<file path="src/rtl/reloc_pkg.sv">
`timescale 1ns/1ps
package reloc_pkg;
  typedef enum logic {
    SEL_OFFSET = 1'b0,
    SEL_SPAN   = 1'b1
  } reg_sel_e;
endpackage

</file>
<file path="src/rtl/reloc_regs.sv">
`timescale 1ns/1ps
// Partition registers with privilege gate and violation flag.
module reloc_regs #(
  parameter int LADDR_W = 16,
  parameter int PHYS_W  = 20
) (
  input  logic               clk,
  input  logic               rst,
  input  logic               priv,
  input  logic               cfg_we,
  input  logic               cfg_sel,
  input  logic [PHYS_W-1:0]  cfg_wdata,
  output logic [PHYS_W-1:0]  offset_q,
  output logic [LADDR_W-1:0] span_q,
  output logic               viol_q
);
  import reloc_pkg::*;

  reg_sel_e sel;
  logic     wr_ok;

  always_comb begin
    sel   = reg_sel_e'(cfg_sel);
    wr_ok = cfg_we && priv;
  end

  always_ff @(posedge clk) begin
    if (rst) begin
      offset_q <= '0;
      span_q   <= '0;
      viol_q   <= 1'b0;
    end else begin
      viol_q <= cfg_we && !priv;
      if (wr_ok && sel == SEL_OFFSET) offset_q <= cfg_wdata;
      if (wr_ok && sel == SEL_SPAN)   span_q   <= cfg_wdata[LADDR_W-1:0];
    end
  end
endmodule

</file>
<file path="src/rtl/reloc_xlate.sv">
`timescale 1ns/1ps
// Combinational range check and relocation adder.
module reloc_xlate #(
  parameter int LADDR_W = 16,
  parameter int PHYS_W  = 20
) (
  input  logic [PHYS_W-1:0]  offset,
  input  logic [LADDR_W-1:0] span,
  input  logic [LADDR_W-1:0] laddr,
  output logic               in_range,
  output logic [PHYS_W-1:0]  paddr
);
  always_comb begin
    in_range = laddr < span;
    paddr    = offset + PHYS_W'(laddr);
  end
endmodule

</file>
<file path="src/rtl/reloc_resp.sv">
`timescale 1ns/1ps
// Registered response stage; blocks the address on a fault.
module reloc_resp #(
  parameter int PHYS_W = 20
) (
  input  logic              clk,
  input  logic              rst,
  input  logic              req_valid,
  input  logic              in_range,
  input  logic [PHYS_W-1:0] paddr_d,
  output logic              rsp_valid,
  output logic              rsp_fault,
  output logic [PHYS_W-1:0] rsp_paddr
);
  always_ff @(posedge clk) begin
    if (rst) begin
      rsp_valid <= 1'b0;
      rsp_fault <= 1'b0;
      rsp_paddr <= '0;
    end else begin
      rsp_valid <= req_valid && in_range;
      rsp_fault <= req_valid && !in_range;
      rsp_paddr <= (req_valid && in_range) ? paddr_d : '0;
    end
  end
endmodule

</file>
<file path="src/rtl/reloc_unit.sv">
`timescale 1ns/1ps
// Top: base/limit relocation with privileged configuration.
module reloc_unit #(
  parameter int LADDR_W = 16,
  parameter int PHYS_W  = 20
) (
  input  logic               clk,
  input  logic               rst,
  input  logic               priv,
  input  logic               cfg_we,
  input  logic               cfg_sel,
  input  logic [PHYS_W-1:0]  cfg_wdata,
  input  logic               req_valid,
  input  logic [LADDR_W-1:0] req_laddr,
  output logic               rsp_valid,
  output logic [PHYS_W-1:0]  rsp_paddr,
  output logic               rsp_fault,
  output logic               priv_err
);
  logic [PHYS_W-1:0]  offset_q;
  logic [LADDR_W-1:0] span_q;
  logic               in_range;
  logic [PHYS_W-1:0]  paddr_d;

  reloc_regs #(.LADDR_W(LADDR_W), .PHYS_W(PHYS_W)) regs_i (
    .clk(clk), .rst(rst), .priv(priv), .cfg_we(cfg_we), .cfg_sel(cfg_sel),
    .cfg_wdata(cfg_wdata), .offset_q(offset_q), .span_q(span_q),
    .viol_q(priv_err)
  );

  reloc_xlate #(.LADDR_W(LADDR_W), .PHYS_W(PHYS_W)) xlate_i (
    .offset(offset_q), .span(span_q), .laddr(req_laddr),
    .in_range(in_range), .paddr(paddr_d)
  );

  reloc_resp #(.PHYS_W(PHYS_W)) resp_i (
    .clk(clk), .rst(rst), .req_valid(req_valid), .in_range(in_range),
    .paddr_d(paddr_d), .rsp_valid(rsp_valid), .rsp_fault(rsp_fault),
    .rsp_paddr(rsp_paddr)
  );
endmodule

</file>
<file path="config.mk">
export PLATFORM = sky130hd
export DESIGN_NAME = reloc_unit
export DESIGN_NICKNAME = d
export VERILOG_FILES = /design/src/rtl/reloc_pkg.sv /design/src/rtl/reloc_regs.sv /design/src/rtl/reloc_xlate.sv /design/src/rtl/reloc_resp.sv /design/src/rtl/reloc_unit.sv
export SDC_FILE = /design/constraint.sdc
export NUM_CORES = 1
export LEC_CHECK = 0
export BUFFER_PORTS_ARGS = -buffer_cell sky130_fd_sc_hd__buf_2
export CORE_UTILIZATION = 41
export CTS_CLUSTER_SIZE = 24
export DETAILED_ROUTE_END_ITERATION = 10
export GPL_ROUTABILITY_DRIVEN = 0
export HOLD_SLACK_MARGIN = 0.1
export SYNTH_ARGS = -nofsm -noshare
export SYNTH_HDL_FRONTEND = slang
export SYNTH_SLANG_ARGS = --single-unit
</file>
<file path="constraint.sdc">
create_clock -name clk -period 2.35 [get_ports clk]
set_clock_uncertainty 0.05 [all_clocks]
set_input_delay 0 -clock clk [delete_from_list [all_inputs] [get_ports clk]]
set_output_delay 0 -clock clk [all_outputs]
set_load 0.005 [all_outputs]
</file>
Word-level counts from Yosys, hierarchy flattened --
Index checks and enable logic that the tools add are counted.
Cells by class: add/subtract/negate cells 1, magnitude comparators 1, bitwise gates (word level) 2, reduce and logical (&&, ||, !) cells 9
Operators with widths (number):
- adder 20 x 16 -> 20 bit | 1
- < comparator 16 bit | 1
- logical AND 1 bit | 6
- zero test 1 bit | 2
- inverter 1 bit | 2
- OR reduction 2 bit | 1
Word-level totals: register bits 59, input bits 42, output and inout bits 23, logic and storage cells 19

Depth between registers and ports, before layout --
depth in word-level cells 4, gate-level depth with buffers 11, mapped depth without buffers 10

By module --
From an unflattened synthesis, not the netlist that was laid out.
Unflattened totals: cell total of the unflattened synthesis 399, area total of the unflattened synthesis 3734.8 um^2
Modules (own cells, without submodules):
- reloc_regs | instances 1, cells each 143, area an instance 1555.2 um^2, seq. area each 740.7 um^2
- reloc_xlate | instances 1, cells each 206, area an instance 1467.7 um^2, seq. area each 0.0 um^2
- reloc_resp | instances 1, cells each 50, area an instance 711.9 um^2, seq. area each 440.4 um^2

Worst setup path before layout --
OpenSTA, ideal clock, no wires.
path kind register to register, from register regs_i.offset_q[0], to register resp_i.rsp_paddr[16], arrival 1.947 ns, path slack 0.234 ns, cell stages (with the launch flop) 9, period minus slack after synthesis 2.116 ns, path through dfxtp_1 -> ha_1 -> fa_1 -> a211oi_2 -> o31ai_4 -> o21a_1 -> o2111ai_2 -> nand3_1 -> nor3b_2
Between the ends: cells in the longest elaborated chain, start to end 1
RTL lines:
- start: declaration | RTL line reloc_regs.sv:13 | output logic [PHYS_W-1:0] offset_q,
- start signal: assignment | RTL line reloc_regs.sv:34 | if (wr_ok && sel == SEL_OFFSET) offset_q <= cfg_wdata;
- adder 20 x 16 -> 20 bit | RTL line reloc_xlate.sv:15 | paddr = offset + PHYS_W'(laddr);
- end signal: assignment | RTL line reloc_resp.sv:23 | rsp_paddr <= (req_valid && in_range) ? paddr_d : '0;
- end: declaration | RTL line reloc_resp.sv:13 | output logic [PHYS_W-1:0] rsp_paddr
No other way between the ends. A chain may end at the register's enable or synchronous reset.

Worst setup path after layout --
Same ends and word-level chain as after synthesis.

==> key figures <==
Power
  – Pwr dens: 536 nW/µm²
  – Pleak: 0.00172 µW
  – Total power draw: 2230 µW
  – Max IR drop VDD: ~300 µV

Status
  – Status: complete, no violations

Clock network
  – Clock latency on the worst-skew pair: 0.34 ns
  – CTS tree: done
  – CTS buffer count: 9
  – Clock-pin transition on the worst setup and hold timing paths: around 0.060 ns
  – Clock Tree Buf Depth: 2
  – H-tree levels: 3
  – Clk root buf: clkbuf_8
  – Clock sinks: 59

Flow run
  – Max Cap Violations: 0

STA
  – Setup_tns: 0 ns
  – Fin. Hold Viols: 0
  – Final Setup Violations: 0
  – Worst Tran Pin Value: 0.657 ns
  – Relative slew slack: 0.561
  – RSZ-0062 raised after global routing: false
  – Fmax: 445 MHz
  – Post-layout min period: 2.25 ns
  – Final Max Tran Viols: 0
  – Crit share post-route: 0.957

Synth
  – Cell taking the most area after synthesis: dfxtp_1
  – Netlist cell types: 53
  – Mean Syn Cell Area: between 8 and 9 µm²
  – Area share of the largest cell type after synthesis: 0.371
  – Sequential share of the synthesized area: 0.371
  – Syn_nets: 467
  – Post-Syn Area: between 3000 and 4000 µm²
  – Warnings from Yosys: 0
  – Synth Register Bits: 59
  – Gate count after technology mapping: 393
  – Top post-synthesis cells by area: dfxtp_1, ha_1, nand2_1

Routing
  – Vias/cell: around 5.0
  – Via Count: 2993
  – DR pass1 iterations: 4
  – Drt drc: 0
  – Routed WL: between 7 and 8 mm
  – DRT iter0 DRCs: 125
  – Wirelength per Cell: ~13 µm
  – Antenna Nets Post-Route: 0

Floorplanning
  – Die Area: 8120 µm²
  – FP Rows: 31
  – IO Count: 65
  – Die H: between 90 and 100 µm
  – Core Box Area: 7370 µm²
  – Starting Density: 0.432
  – Die width: between 90 and 100 µm

Setup path
  – Worst Path Max Fanout: 4
  – Max incr delay on CP: 0.43 ns
  – Critical path's top delay family: compound AO/OA/AOI/OAI gates
  – CP startpoint kind: flip-flop
  – Crit path required time: 2.53 ns
  – Critical path arrival: 2.43 ns
  – Crit path cell chain: ha_4 > fa_2 > a211oi_4 > o31ai_4 > o21a_1 > o2111ai_4 > nand3_1 > nor3b_2
  – Critical path buffers and inverters: 0
  – Critical path endpoint category: flip-flop
  – Critical path class: reg2reg
  – Slowest-stage cell, CP: fa_2

Placed design
  – Number of I/O port buffers: 64
  – DP HPWL: a little under 6 mm

Cells and area
  – Commonest non-fill, non-tap cell in the layout: nand2_1
  – Register Area: about 1200 µm²
  – # diodes: 0
  – Final core occ: 0.566
  – Area grow syn2layout: 30.9%
  – Filler Cells Inserted: 718
  – Layout Nets: 568
  – Layout cell share with drive strength beyond 1: 0.222
  – Most frequent cells in the layout: nand2_1, buf_2, dfxtp_1, a21oi_1, dlygate4sd3_1
  – Multi-input gate area: 1900 µm²

Global routing
  – Initial antenna violation count: 0
  – Vias in the first global route: 2851
  – First-pass GRT wire length: 13.1 mm
  – GRT overflow: 0
  – Largest net degree at the start of global routing: 38
  – Total GRT Usage: 0.202

Hold path
  – HP Class: in2reg
## final timing paths
check | startpoint | end | slack [ns] | cells after the start
worst min register to register | regs_i.span_q[7] | regs_i.span_q[7] | 0.41 | 2
worst max-delay path | regs_i.offset_q[0] | resp_i.rsp_paddr[16] | 0.10 | 8
worst max register to register | regs_i.offset_q[0] | resp_i.rsp_paddr[16] | 0.10 | 8
worst min-delay path | req_laddr[3] | resp_i.rsp_paddr[3] | 0.13 | 4
## worst reg2reg max path: cells and delay by family (launching register included)
kind / cells / cell delay, ns
and+or+nand+nor: 2 / 0.25
DFF: 1 / 0.33
adders and majority gates: 2 / 0.60
AOI/OAI and AO/OA: 4 / 0.89
## report_power, final
group / internal, µW / switching [µW] / total [µW]
Sequential: 1030 / 15.5 / 1050
Combinational: 172 / 201 / 372
Clock: 437 / 377 / 814
## kinds of logic (layout without fill, tap and decap cells)
family                     Yosys count  after routing  synth area share
and+or+nand+nor                    144            144             0.201
AOI/OAI and AO/OA                  112            112             0.224
DFF                                 59             59             0.371
buffers and inverters               37            143            0.0499
adders and majority gates           32             32             0.128
xor gates and xnor gates             7              7            0.0193
muxes                                2              2           0.00629
## Yosys cell counts, drive strengths merged
cell type,number
a31o,1
dfxtp,59
and2,2
buf,5
a31oi,2
o21a,9
nand3,7
nand3b,1
nor3,9
nand2,89
o211ai,1
mux2i,2
nor2,19
and3,2
nor2b,1
o2111ai,1
or2,1
xnor2,5
clkbuf,10
nor3b,6
a221oi,1
o31ai,2
o21bai,2
o221ai,1
xor2,2
a21oi,61
or3,1
nor4,1
a21o,6
fa,1
a2111oi,1
nand4,2
inv,22
o311ai,1
ha,31
a211o,1
o21ai,14
nand2b,3
a211oi,8
## state kept, by name, indices dropped and copies added (netlist names)
signal            flops
regs_i.offset_q      20
regs_i.span_q        16
regs_i.viol_q         1
resp_i.rsp_fault      1
resp_i.rsp_paddr     20
resp_i.rsp_valid      1
## stage by stage
stage          cells  cell area, µm²  hold WS, ns  setup slack [ns]
2_1_floorplan    393            3180       0.0258             0.234
3_3_place_gp     545            3580        0.154             0.141
3_5_place_dp     545            3580        0.168             0.106
4_1_cts          593            4070        0.127            0.0714
5_1_grt          598            4170        0.162         0.0000933
6_report         598            4170        0.130             0.102
## timing repair
action	CTS	global route
buffers inserted	0	6
hold endpoints to repair	40	0
endpoints found under the setup margin	0	18
resized for setup	0	11
hold buffers	32	0
## area by class of cell
cell class | count | share of cell area
clock inverter | 2 | 0.00240
tap | 99 | 0.0297
clock buffer | 14 | 0.0390
timing repair buffer | 105 | 0.171
multi-input combinational | 297 | 0.455
sequential | 59 | 0.284
inverter | 22 | 0.0198
## layer usage
layer | global-route usage | wire [µm] | up-vias
li1 | - | - | 1561
met1 | 0.269 | 3840 | 1345
met2 | 0.312 | 3600 | 71
met3 | 0.0406 | 369 | 16
met4 | 0.0968 | 173 | 0
met5 | 0 | 0 | -
(Power assumes the default switching activity.)
